--- src/rtl/dctrl_pkg.sv ---
package dctrl_pkg;
   localparam int B_FRST   = 0;
   localparam int B_RWSTA  = 1;
   localparam int B_RWSTO  = 2;
   localparam int B_BLK_LO = 4;
   localparam int B_MODE_LO = 8;
   localparam int B_DIR    = 12;
   localparam int B_EN     = 13;
   localparam int B_RWMOD  = 14;
   localparam int B_SDIO   = 15;
   localparam int B_BOOT   = 16;
   localparam int USED_W   = 17;

   typedef struct packed {
      logic       dir;
      logic [1:0] mode;
      logic [3:0] blk;
      logic       rwmod;
      logic       sdio;
      logic       boot;
   } cfg_t;

   function automatic cfg_t cfg_from_word(input logic [USED_W-1:0] w);
      cfg_t c;
      c.dir   = w[B_DIR];
      c.mode  = w[B_MODE_LO +: 2];
      c.blk   = w[B_BLK_LO +: 4];
      c.rwmod = w[B_RWMOD];
      c.sdio  = w[B_SDIO];
      c.boot  = w[B_BOOT];
      return c;
   endfunction
endpackage

--- src/rtl/dctrl_cfg_fields.sv ---
module dctrl_cfg_fields
   import dctrl_pkg::*;
(
   input  logic                  clk,
   input  logic                  rst_n,
   input  logic                  wr_hit,
   input  logic [USED_W-1:0]     wword,
   input  logic                  dpsm_active,
   output cfg_t                  cfg
);
   cfg_t cfg_q;

   always_ff @(posedge clk) begin
      if (!rst_n)
         cfg_q <= '0;
      else if (wr_hit && !dpsm_active)
         cfg_q <= cfg_from_word(wword);
   end

   assign cfg = cfg_q;
endmodule

--- src/rtl/dctrl_hw_bits.sv ---
module dctrl_hw_bits
   import dctrl_pkg::*;
#(
   parameter bit HW_WINS = 1'b1
) (
   input  logic              clk,
   input  logic              rst_n,
   input  logic              wr_hit,
   input  logic [USED_W-1:0] wword,
   input  logic              dpsm_active,
   input  logic              xfer_done,
   input  logic              rw_exit,
   output logic              xfer_en,
   output logic              rw_start,
   output logic              rw_stop
);
   logic en_q, sta_q, sto_q;
   logic en_wr;

   assign en_wr = wr_hit && !dpsm_active;

   generate
      if (HW_WINS) begin : g_hw_first
         always_ff @(posedge clk) begin
            if (!rst_n) begin
               en_q  <= 1'b0;
               sto_q <= 1'b0;
            end else begin
               if (xfer_done)  en_q <= 1'b0;
               else if (en_wr) en_q <= wword[B_EN];
               if (rw_exit)    sto_q <= 1'b0;
               else if (wr_hit) sto_q <= wword[B_RWSTO];
            end
         end
      end else begin : g_sw_first
         always_ff @(posedge clk) begin
            if (!rst_n) begin
               en_q  <= 1'b0;
               sto_q <= 1'b0;
            end else begin
               if (en_wr)          en_q <= wword[B_EN];
               else if (xfer_done) en_q <= 1'b0;
               if (wr_hit)         sto_q <= wword[B_RWSTO];
               else if (rw_exit)   sto_q <= 1'b0;
            end
         end
      end
   endgenerate

   always_ff @(posedge clk) begin
      if (!rst_n)      sta_q <= 1'b0;
      else if (wr_hit) sta_q <= wword[B_RWSTA];
   end

   assign xfer_en  = en_q;
   assign rw_start = sta_q;
   assign rw_stop  = sto_q;
endmodule

--- src/rtl/dctrl_flush.sv ---
module dctrl_flush (
   input  logic clk,
   input  logic rst_n,
   input  logic wr_hit,
   input  logic wbit,
   input  logic dpsm_active,
   input  logic dma_en,
   input  logic err_or_hold,
   output logic fifo_rst,
   output logic fifo_flush
);
   logic rst_q, fired_q, pulse;

   assign pulse = rst_q && err_or_hold && !fired_q;

   always_ff @(posedge clk) begin
      if (!rst_n)                    rst_q <= 1'b0;
      else if (!dpsm_active)         rst_q <= 1'b0;
      else if (wr_hit && !dma_en)    rst_q <= wbit;
   end

   always_ff @(posedge clk) begin
      if (!rst_n)      fired_q <= 1'b0;
      else if (!rst_q) fired_q <= 1'b0;
      else if (pulse)  fired_q <= 1'b1;
   end

   assign fifo_rst   = rst_q;
   assign fifo_flush = pulse;
endmodule

--- src/rtl/card_dctrl_reg.sv ---
module card_dctrl_reg
   import dctrl_pkg::*;
#(
   parameter int          ADDR_W       = 4,
   parameter int          DATA_W       = 32,
   parameter int          MAX_BLK_LOG2 = 14,
   parameter logic [31:0] REG_ADDR     = 32'd0,
   parameter bit          HW_WINS      = 1'b1,
   localparam int         LEN_W        = MAX_BLK_LOG2 + 1
) (
   input  logic              clk,
   input  logic              rst_n,
   input  logic              bus_wr,
   input  logic [ADDR_W-1:0] bus_addr,
   input  logic [DATA_W-1:0] bus_wdata,
   output logic [DATA_W-1:0] bus_rdata,
   input  logic              dpsm_active,
   input  logic              xfer_done,
   input  logic              rw_exit,
   input  logic              err_or_hold,
   input  logic              dma_en,
   output logic              xfer_en,
   output logic              dir_c2h,
   output logic [1:0]        xfer_mode,
   output logic [3:0]        blk_code,
   output logic [LEN_W-1:0]  blk_len,
   output logic              rw_start,
   output logic              rw_stop,
   output logic              rw_clk_stop,
   output logic              sdio_irq_en,
   output logic              boot_ack_en,
   output logic              fifo_flush
);
   generate
      if (DATA_W < USED_W) begin : g_bad_dw
         $error("DATA_W too small for control word");
      end
      if (MAX_BLK_LOG2 < 1 || MAX_BLK_LOG2 > 15) begin : g_bad_blk
         $error("MAX_BLK_LOG2 out of range");
      end
      if (ADDR_W < 1 || ADDR_W > 32) begin : g_bad_aw
         $error("ADDR_W out of range");
      end
   endgenerate

   logic              hit, wr_hit, fifo_rst_q;
   logic [USED_W-1:0] wword, rword;
   cfg_t              cfg;

   assign hit    = (bus_addr == REG_ADDR[ADDR_W-1:0]);
   assign wr_hit = bus_wr && hit;
   assign wword  = bus_wdata[USED_W-1:0];

   logic unused_wbits;
   generate
      if (DATA_W > USED_W) begin : g_hi
         assign unused_wbits = ^bus_wdata[DATA_W-1:USED_W];
      end else begin : g_nohi
         assign unused_wbits = 1'b0;
      end
   endgenerate

   dctrl_cfg_fields u_cfg (
      .clk(clk), .rst_n(rst_n), .wr_hit(wr_hit), .wword(wword),
      .dpsm_active(dpsm_active), .cfg(cfg)
   );

   dctrl_hw_bits #(.HW_WINS(HW_WINS)) u_hw (
      .clk(clk), .rst_n(rst_n), .wr_hit(wr_hit), .wword(wword),
      .dpsm_active(dpsm_active), .xfer_done(xfer_done), .rw_exit(rw_exit),
      .xfer_en(xfer_en), .rw_start(rw_start), .rw_stop(rw_stop)
   );

   dctrl_flush u_fl (
      .clk(clk), .rst_n(rst_n), .wr_hit(wr_hit), .wbit(wword[B_FRST]),
      .dpsm_active(dpsm_active), .dma_en(dma_en), .err_or_hold(err_or_hold),
      .fifo_rst(fifo_rst_q), .fifo_flush(fifo_flush)
   );

   assign dir_c2h     = cfg.dir;
   assign xfer_mode   = cfg.mode;
   assign blk_code    = cfg.blk;
   assign rw_clk_stop = cfg.rwmod;
   assign sdio_irq_en = cfg.sdio;
   assign boot_ack_en = cfg.boot;

   always_comb begin
      blk_len = '0;
      if (int'(cfg.blk) <= MAX_BLK_LOG2)
         blk_len = LEN_W'(1) << cfg.blk;
   end

   always_comb begin
      rword              = '0;
      rword[B_FRST]      = fifo_rst_q;
      rword[B_RWSTA]     = rw_start;
      rword[B_RWSTO]     = rw_stop;
      rword[B_BLK_LO+:4] = cfg.blk;
      rword[B_MODE_LO+:2] = cfg.mode;
      rword[B_DIR]       = cfg.dir;
      rword[B_EN]        = xfer_en;
      rword[B_RWMOD]     = cfg.rwmod;
      rword[B_SDIO]      = cfg.sdio;
      rword[B_BOOT]      = cfg.boot;
      bus_rdata          = '0;
      if (hit)
         bus_rdata[USED_W-1:0] = rword;
   end
endmodule

--- config.mk ---
export PLATFORM = sky130hd
export DESIGN_NAME = card_dctrl_reg
export DESIGN_NICKNAME = d
export VERILOG_FILES = /design/src/rtl/dctrl_pkg.sv /design/src/rtl/dctrl_cfg_fields.sv /design/src/rtl/dctrl_hw_bits.sv /design/src/rtl/dctrl_flush.sv /design/src/rtl/card_dctrl_reg.sv
export SDC_FILE = /design/constraint.sdc
export NUM_CORES = 1
export LEC_CHECK = 0
export ABC_AREA = 0
export BUFFER_PORTS_ARGS = -buffer_cell sky130_fd_sc_hd__buf_2
export CAP_MARGIN = 20
export CORE_MARGIN = 2
export CORE_UTILIZATION = 30
export DETAILED_ROUTE_END_ITERATION = 12
export HOLD_SLACK_MARGIN = 0.1
export PLACE_DENSITY = 0.71
export SLEW_MARGIN = 20
export SYNTH_ARGS = -nofsm -noshare
export SYNTH_HDL_FRONTEND = slang
export SYNTH_SLANG_ARGS = --single-unit
export TNS_END_PERCENT = 10
--- constraint.sdc ---
create_clock -name clk -period 2.63 [get_ports clk]
set_input_delay 0.263 -clock clk [delete_from_list [all_inputs] [get_ports clk]]
set_output_delay 0.263 -clock clk [all_outputs]
set_load 0.01 [all_outputs]
==> results of run 1 <==
critical path: cells and delay by family:
kind	cells	cell delay, ns
and+or+nand+nor	2	0.73
buffers and inverters	3	0.51
Yosys cell counts (all sizes together):
cell	count
nand3	4
nand2	23
o21ai	2
nor3	8
conb	1
mux2i	12
nand3b	2
dfxtp	15
clkbuf	8
nand2b	5
and2	14
a21boi	1
inv	1
nor4	2
o211a	1
or4	1
nor2	9
buf	19
a21oi	1
per-stage QoR:
stage | setup slack [ns] | util
final | 0.860 | 0.426
after global routing | 0.724 | 0.426
after CTS | 0.808 | 0.426
after detailed placement | 0.764 | 0.417
after global placement | 0.782 | 0.417
after floorplan | 1.12 | -
cells by family after synthesis:
kind of cell           count (synthesis)  synth area share
AO/OA/AOI/OAI                          5            0.0330
AND/OR/NAND/NOR                       68             0.354
buffers and inverters                 28             0.183
flip-flops                            15             0.305
other                                  1           0.00380
multiplexers                          12             0.122
worst paths after layout:
kind | start | to | slack [ns] | cells after the start
hold / removal | rw_exit | u_hw.rw_stop | 0.20 | 3
setup / recovery | bus_addr[3] | bus_rdata[14] | 0.86 | 5
setup reg to reg | u_cfg.cfg[4] | u_cfg.cfg[4] | 1.84 | 2
hold reg to reg | u_cfg.cfg[7] | u_cfg.cfg[7] | 0.47 | 2
flip-flops by register name (all words and copies together) (netlist names):
name / cells
u_cfg.cfg: 10
u_fl.fifo_rst: 1
u_fl.fired_q: 1
u_hw.rw_start: 1
u_hw.rw_stop: 1
u_hw.xfer_en: 1
layout make-up:
| type | instances | share of cell area |
|---|---|---|
| inverters | 1 | 0.00287 |
| well taps | 44 | 0.0420 |
| multi-input cells | 103 | 0.439 |
| clock buffers | 3 | 0.0172 |
| clock inverters | 1 | 0.00382 |
| flip-flops and latches | 15 | 0.229 |
| repair buffers | 69 | 0.266 |
metal layers:
| layer | wire length, µm | global-route usage |
|---|---|---|
| met5 | 0 | 0 |
| met4 | 10 | 0.0373 |
| met3 | 187 | 0.0441 |
| met2 | 1110 | 0.214 |
| met1 | 1010 | 0.142 |
placed cells by master, fill, tap and decap left out, drive strengths merged:
master and count:
nor4 2, nand3 4, o211a 1, o21ai 2, inv 1, buf 69, mux2i 12, nor2 9
clkbuf 3, nand3b 2, nand2 23, a21oi 1, dfxtp 15, clkinv 1, conb 18, or4 1
a21boi 1, nor3 8, nand2b 5, and2 14
power groups by stage:
stage               Sequential (mW)  Combinational, mW  Clock (mW)
floorplan                     0.235             0.0504           0
global placement              0.235             0.0555           0
detailed placement            0.235             0.0562           0
CTS                           0.230             0.0563       0.143
global route                  0.231             0.0645       0.149
finish                        0.230             0.0561       0.132
==> results.yml, run 1 <==
run_status:
  outcome: "finished clean"
critical_path:
  crit_arrival_ns: 1.51
  crit_required_ns: 2.37
  cp_common_cell: "buf_2"
  cp-end-kind: "primary output"
  path_class: "input pin to primary output"
  cp_cell_sequence: "buf_2, nor4_2, buf_4, and2_1, buf_2"
  cp_max_fo: 9
  crit_slowest_cell: "nor4_2"
  startpoint_type: "input pin"
  worst_path_largest_cell_delay_ns: 0.59
detailed_routing:
  wl_per_cell_um: 9.83
  vias: 975
  firstDrtPassIters: 2
  detail-route-antenna-nets: 0
  wl_um: 2320
  drtIter0Drc: 35
  via_per_inst: 4.13
  drc_errors: 0
timing:
  fin_crit_ns: 1.77
  clock.fmax_mhz: 565
  tightest_slew_ns: 0.705
  skew_ns: 0.00693
  slew_viol_final: 0
  tns_ns: 0
  setup_viol: 0
  hold_ws_ns: 0.204
  slew_headroom: 0.529
  fin_crit_sh: 0.673
  rsz0062_at_grt: "false"
  finalHoldViolCount: 0
clock_network:
  tritoncts: "built"
  clk_latency_ns: 0.28
  holdBufCountCts: 0
  postCtsSetupBuffers: 0
  cts_max_path_buffers: 2
  ctsRootBufferMaster: "clkbuf_4"
  clkSinkCount: 15
  cts_made_buffers: 3
  cts_resized: 0
  cts_max_level: 1
  cts.clk_slew.worst_paths_ns: 0.09
job:
  drv_cap: 0
yosys:
  ys.warnings.count: 0
  synth_area_leaders: "dfxtp_1, buf_4, mux2i_1"
  synth-seq-area-share: 0.305
  syn_area_per_cell_um2: 7.64
  netlist_area_um2: 986
  yosys.area.top_type: "dfxtp_1"
  yosysTopAreaCellShare: 0.305
  ys_types: 21
  synth_cells: 129
  ys_ff_latch: 15
global_routing:
  antenna_found_initial: 0
  grtUsageTotal: 0.124
  grt_pass1_wl_um: 3410
  grt_start_max_net_pins: 28
  grt_pass1_vias: 797
  grt.overflow.total: 0
power:
  power_frac_comb: 0.134
  pwr-share-clk: 0.316
  powerDensity_nw_per_um2: 319
  p_sw_uw: 112
  intPower_uw: 306
  total_power_uw: 418
  pwr-share-seq: 0.550
  leakagePower_nw: 0.701
  irDropWorstVdd_mv: 0.224
  p_sw_frac: 0.268
placement:
  place.gp.congestion: 0.739
  placed_cells: 232
  io_buffer_count: 68
  dp_hpwl_um: 1800
  place_area_um2: 1280
floorplan:
  ios: 105
  placeableCoreArea_um2: 3080
  die_w_um: 61.3
  initial_utilization: 0.320
  rows: 20
  dieArea_um2: 3760
  die_h_um: 61.3
final_layout:
  syn_to_final_growth_pct: 32.9
  multi_input_area_um2: 576
  antennaDiodeCount: 0
  nets: 237
  stdcell_area_um2: 1310
  seqCellArea_um2: 300
  layout.cells.non_filler: 236
  n_fill_cell: 334
  drive_above_1_share: 0.396
hold_path:
  min_path_type: "input pin to flop"
No activity file was read; power rests on OpenSTA's default activity.
==> run 2: changes to the inputs <==
PLACE_DENSITY = 0.74   (was 0.71)
clock period = 1.6 ns   (was 2.63 ns; I/O delays follow)
==> run 2 against run 1 <==
Against the previous run:
- utilization increased by 1.1 points
- setup slack got worse by 0.67 ns
- first-iteration DRC count down 43%
- wire length decreased by 0.73%
- critical path depth is 2 lower
- die area unchanged
- register-to-register slack worse by 1.0 ns
- clock-buffer cell count up 1
- non-clock buffer count up 4
==> results.yml, run 2 (synthesized netlist as in run 1, its figures left out) <==
run_status:
  outcome: "finished clean"
floorplan:
  die_w_um: 61.3
  dieArea_um2: 3760
  die_h_um: 61.3
  placeableCoreArea_um2: 3080
  initial_utilization: 0.320
  ios: 105
  rows: 20
final_layout:
  drive_above_1_share: 0.393
  final_common_cell: "buf_2"
  antennaDiodeCount: 0
  layout_common_cells: "buf_2, nand2_1, conb_1"
  layout.cells.non_filler: 240
  nets: 241
  largest_reg_flops: 10
  final_core_util: 0.437
  syn_to_final_growth_pct: 36.3
  n_fill_cell: 336
timing:
  clock.fmax_mhz: 708
  skew_ns: 0.00000749
  tns_ns: 0
  slew_viol_final: 0
  setup_viol: 0
  fin_crit_ns: 1.41
  final.setup.worst_slack_ns: 0.187
  finalHoldViolCount: 0
  fin_crit_sh: 0.883
  rsz0062_at_grt: "false"
critical_path:
  reg2reg_slack_ns: 0.82
  crit_required_ns: 1.44
  path_buf_inv: 1
  cp-end-kind: "primary output"
  crit_arrival_ns: 1.25
  startpoint_type: "flop"
  cp_cell_sequence: "nand2b_1, nor3_1, buf_2"
  path_class: "flop to primary output"
  crit_slowest_cell: "dfxtp_1"
  worst_path_largest_cell_delay_ns: 0.51
  critPathTopFamily: "flip-flops"
  cp_max_fo: 10
detailed_routing:
  detail-route-antenna-nets: 0
  wl_per_cell_um: 9.60
  vias: 997
  firstDrtPassIters: 4
  via_per_inst: 4.15
  wl_um: 2300
  drc_errors: 0
  drtIter0Drc: 20
global_routing:
  antenna_found_initial: 0
  grt_pass1_vias: 766
  grt.overflow.total: 0
  grt_pass1_wl_um: 3260
  grt_start_max_net_pins: 28
  grtUsageTotal: 0.119
placement:
  dp_hpwl_um: 1800
  io_buffer_count: 68
  dp_slack_ns: 0.135
  placed_cells: 234
  place.gp.congestion: 0.668
clock_network:
  cts_max_level: 1
  tritoncts: "built"
  ctsRootBufferMaster: "clkbuf_4"
  cts.clk_slew.worst_paths_ns: 0.09
  clkSinkCount: 15
  cts_made_buffers: 3
  cts_max_path_buffers: 2
  clk_latency_ns: 0.28
  cts_resized: 0
  postCtsSetupBuffers: 0
  holdBufCountCts: 1
power:
  powerDensity_nw_per_um2: 512
  pwr-share-clk: 0.310
  pwr-share-seq: 0.550
  irDropWorstVdd_mv: 0.318
  total_power_uw: 688
  leakagePower_nw: 0.718
  power_frac_comb: 0.141
  intPower_uw: 511
  p_sw_frac: 0.257
  p_sw_uw: 177
job:
  drv_cap: 0
hold_path:
  min_path_type: "input pin to flop"
[run 2: changes by cell type in the layout (fill, tap and decap cells not counted), sizes merged]
cell | before | now
clkinv | 1 | 0
dlygate4sd3 | 0 | 2
buf | 69 | 71
clkbuf | 3 | 4
[run 2: worst register-to-register path, stage by stage (launching register included)]
cell and delay, ns:
dfxtp_1 0.51, nand2_1 0.08, mux2i_1 0.13
[run 2: per-stage QoR]
step / cell area (µm²) / hold WS [ns]
CTS: 1330 / 0.102
global route: 1340 / 0.105
global placement: 1300 / 0.400
detailed placement: 1300 / 0.405
floorplan: 1050 / 0.298
finish: 1340 / 0.116
[run 2: cell type report]
type | count | area (µm²) | area share
multi-input combinational | 103 | 576 | 0.428
inverter | 1 | 3.75 | 0.00279
timing repair buffer | 73 | 383 | 0.285
tap | 44 | 55.1 | 0.0410
sequential | 15 | 300 | 0.223
clock buffer | 4 | 26.3 | 0.0196
[run 2: power by group through the flow]
stage / logic [mW] / registers, mW / clock network (mW)
after detailed placement: 0.0925 / 0.387 / 0
after floorplan: 0.0828 / 0.387 / 0
after CTS: 0.0948 / 0.378 / 0.231
after global placement: 0.0918 / 0.387 / 0
after global routing: 0.110 / 0.379 / 0.245
final: 0.0967 / 0.378 / 0.213
[run 2: path summary, 6_finish.rpt]
| kind | to | startpoint | cells past startpoint |
|---|---|---|---|
| min reg2reg | u_cfg.cfg[0] | u_cfg.cfg[0] | 2 |
| min | u_cfg.cfg[4] | bus_wdata[5] | 3 |
| max reg2reg | u_cfg.cfg[5] | u_cfg.cfg[5] | 2 |
| max | blk_len[4] | u_cfg.cfg[5] | 3 |
[run 2: per-layer routing]
| metal | vias up | share of wire | GRT usage |
|---|---|---|---|
| li1 | 517 | - | - |
| met1 | 433 | 0.43 | 0.128 |
| met2 | 45 | 0.48 | 0.219 |
| met3 | 2 | 0.089 | 0.0462 |
| met4 | 0 | 0.0052 | 0.0280 |
| met5 | - | 0 | 0 |
==> run 3: changes to the inputs <==
==> constraint.sdc (replaced) <==
create_clock -name clk -period 1.6 [get_ports clk]
set_input_delay 0.24 -clock clk [delete_from_list [all_inputs] [get_ports clk]]
set_output_delay 0.24 -clock clk [all_outputs]
set_load 0.02 [all_outputs]
==> run 3 against run 2 <==
Against the previous run:
- clock power about the same
- total power increased by 3.0%
- design area down 1.1%
- clock-buffer cell count unchanged
- via count up 0.10%
- die area did not move
- register-to-register slack better by 0.09 ns
==> results.yml, run 3 (synthesized netlist as in run 1, its figures left out) <==
final_layout:
  n_fill_cell: 358
  multi_input_area_um2: 576
  largest_reg_flops: 10
  final_common_cell: "buf_2"
  nets: 239
  layout_common_cells: "buf_2, nand2_1, conb_1"
  seqCellArea_um2: 305
  drive_above_1_share: 0.418
  layout.cells.non_filler: 238
  antennaDiodeCount: 0
  syn_to_final_growth_pct: 34.8
detailed_routing:
  wl_um: 2320
  via_per_inst: 4.19
  top_layer: "met4"
  detail-route-antenna-nets: 0
  wl_per_cell_um: 9.73
  firstDrtPassIters: 4
  drtIter0Drc: 12
  vias: 998
  drc_errors: 0
  met2WireLength_um: 1140
  met1_length_um: 960
  wl_met3_um: 199
critical_path:
  crit_arrival_ns: 1.21
  crit_slowest_cell: "dfxtp_2"
  path_class: "flop to primary output"
  cp-end-kind: "primary output"
  path_buf_inv: 1
  cp_cell_sequence: "nand2b_1, nor3_1, buf_2"
  worstRegToRegCells: 2
  startpoint_type: "flop"
  worst_path_largest_cell_delay_ns: 0.38
  cp_max_fo: 10
  crit_required_ns: 1.36
  reg2reg_slack_ns: 0.91
  critPathTopFamily: "flip-flops"
  cp_num_cells: 3
floorplan:
  rows: 20
  placeableCoreArea_um2: 3080
  die_h_um: 61.3
  dieArea_um2: 3760
  ios: 105
  initial_utilization: 0.320
  die_w_um: 61.3
timing:
  tns_ns: 0
  skew_ns: 0.000101
  setup_viol: 0
  rsz0062_at_grt: "false"
  fin_crit_sh: 0.906
  fin_crit_ns: 1.45
  finalHoldViolCount: 0
  clock.fmax_mhz: 690
  final.setup.worst_slack_ns: 0.151
  slew_viol_final: 0
clock_network:
  cts_max_path_buffers: 2
  cts_max_level: 1
  ctsRootBufferMaster: "clkbuf_4"
  postCtsSetupBuffers: 0
  cts_made_buffers: 3
  cts.clk_slew.worst_paths_ns: 0.09
  clk_latency_ns: 0.27
  tritoncts: "built"
  clkSinkCount: 15
job:
  drv_cap: 0
power:
  leakagePower_nw: 0.711
  powerDensity_nw_per_um2: 533
  irDropWorstVdd_mv: 0.316
global_routing:
  antenna_found_initial: 0
  grt_pass1_wl_um: 3250
  grt.overflow.total: 0
  grtUsageTotal: 0.115
  grt_start_max_net_pins: 28
  grt_pass1_vias: 780
placement:
  placed_cells: 234
  dp_slack_ns: 0.0513
  io_buffer_count: 68
  dp_hpwl_um: 1840
  place.gp.congestion: 0.651
run_status:
  outcome: "finished clean"
hold_path:
  min_path_type: "input pin to flop"
  min_path_cells: 3
-- run 3: repair_timing --
action / CTS / global route
resized for setup: 0 / 4
hold buffers: 0 / 0
setup endpoints to repair: 0 / 6
-- run 3: metal layers --
layer / vias to the layer above / GRT usage
met4: 0 / 0.0186
met3: 2 / 0.0399
met5: - / 0
met2: 46 / 0.217
met1: 436 / 0.125
li1: 514 / -
-- run 3: layout make-up --
| cell class | count | share of cell area |
|---|---|---|
| multi-input cells | 103 | 0.433 |
| well taps | 44 | 0.0414 |
| clock buffers | 4 | 0.0198 |
| repair buffers | 71 | 0.273 |
| flip-flops and latches | 15 | 0.230 |
| inverters | 1 | 0.00282 |
-- run 3: final timing paths --
check	startpoint	to
max	u_cfg.cfg[5]	blk_len[2]
min	rw_exit	u_hw.rw_stop
max reg2reg	u_cfg.cfg[5]	u_cfg.cfg[5]
min reg2reg	u_cfg.cfg[8]	u_cfg.cfg[8]
-- run 3: where the power goes --
part	switching [mW]	total, mW	internal, mW
clock	0.119	0.216	0.0967
sequential	0.00279	0.378	0.375
combinational	0.0781	0.114	0.0360
total	0.200	0.708	0.508
-- run 3: tightest hold or removal path, cell delays in order --
cell,delay (ns)
buf_2,0.07
nand2b_1,0.08
a21oi_1,0.04
-- run 3: metrics by stage --
step           hold WS (ns)  utilization  power (mW)  instance area [µm²]
5_1_grt               0.174        0.432       0.754                 1330
3_3_place_gp          0.455        0.422       0.500                 1300
2_1_floorplan         0.378            -       0.492                 1050
3_5_place_dp          0.465        0.422       0.501                 1300
4_1_cts               0.168        0.430       0.723                 1320
6_report              0.182        0.432       0.708                 1330
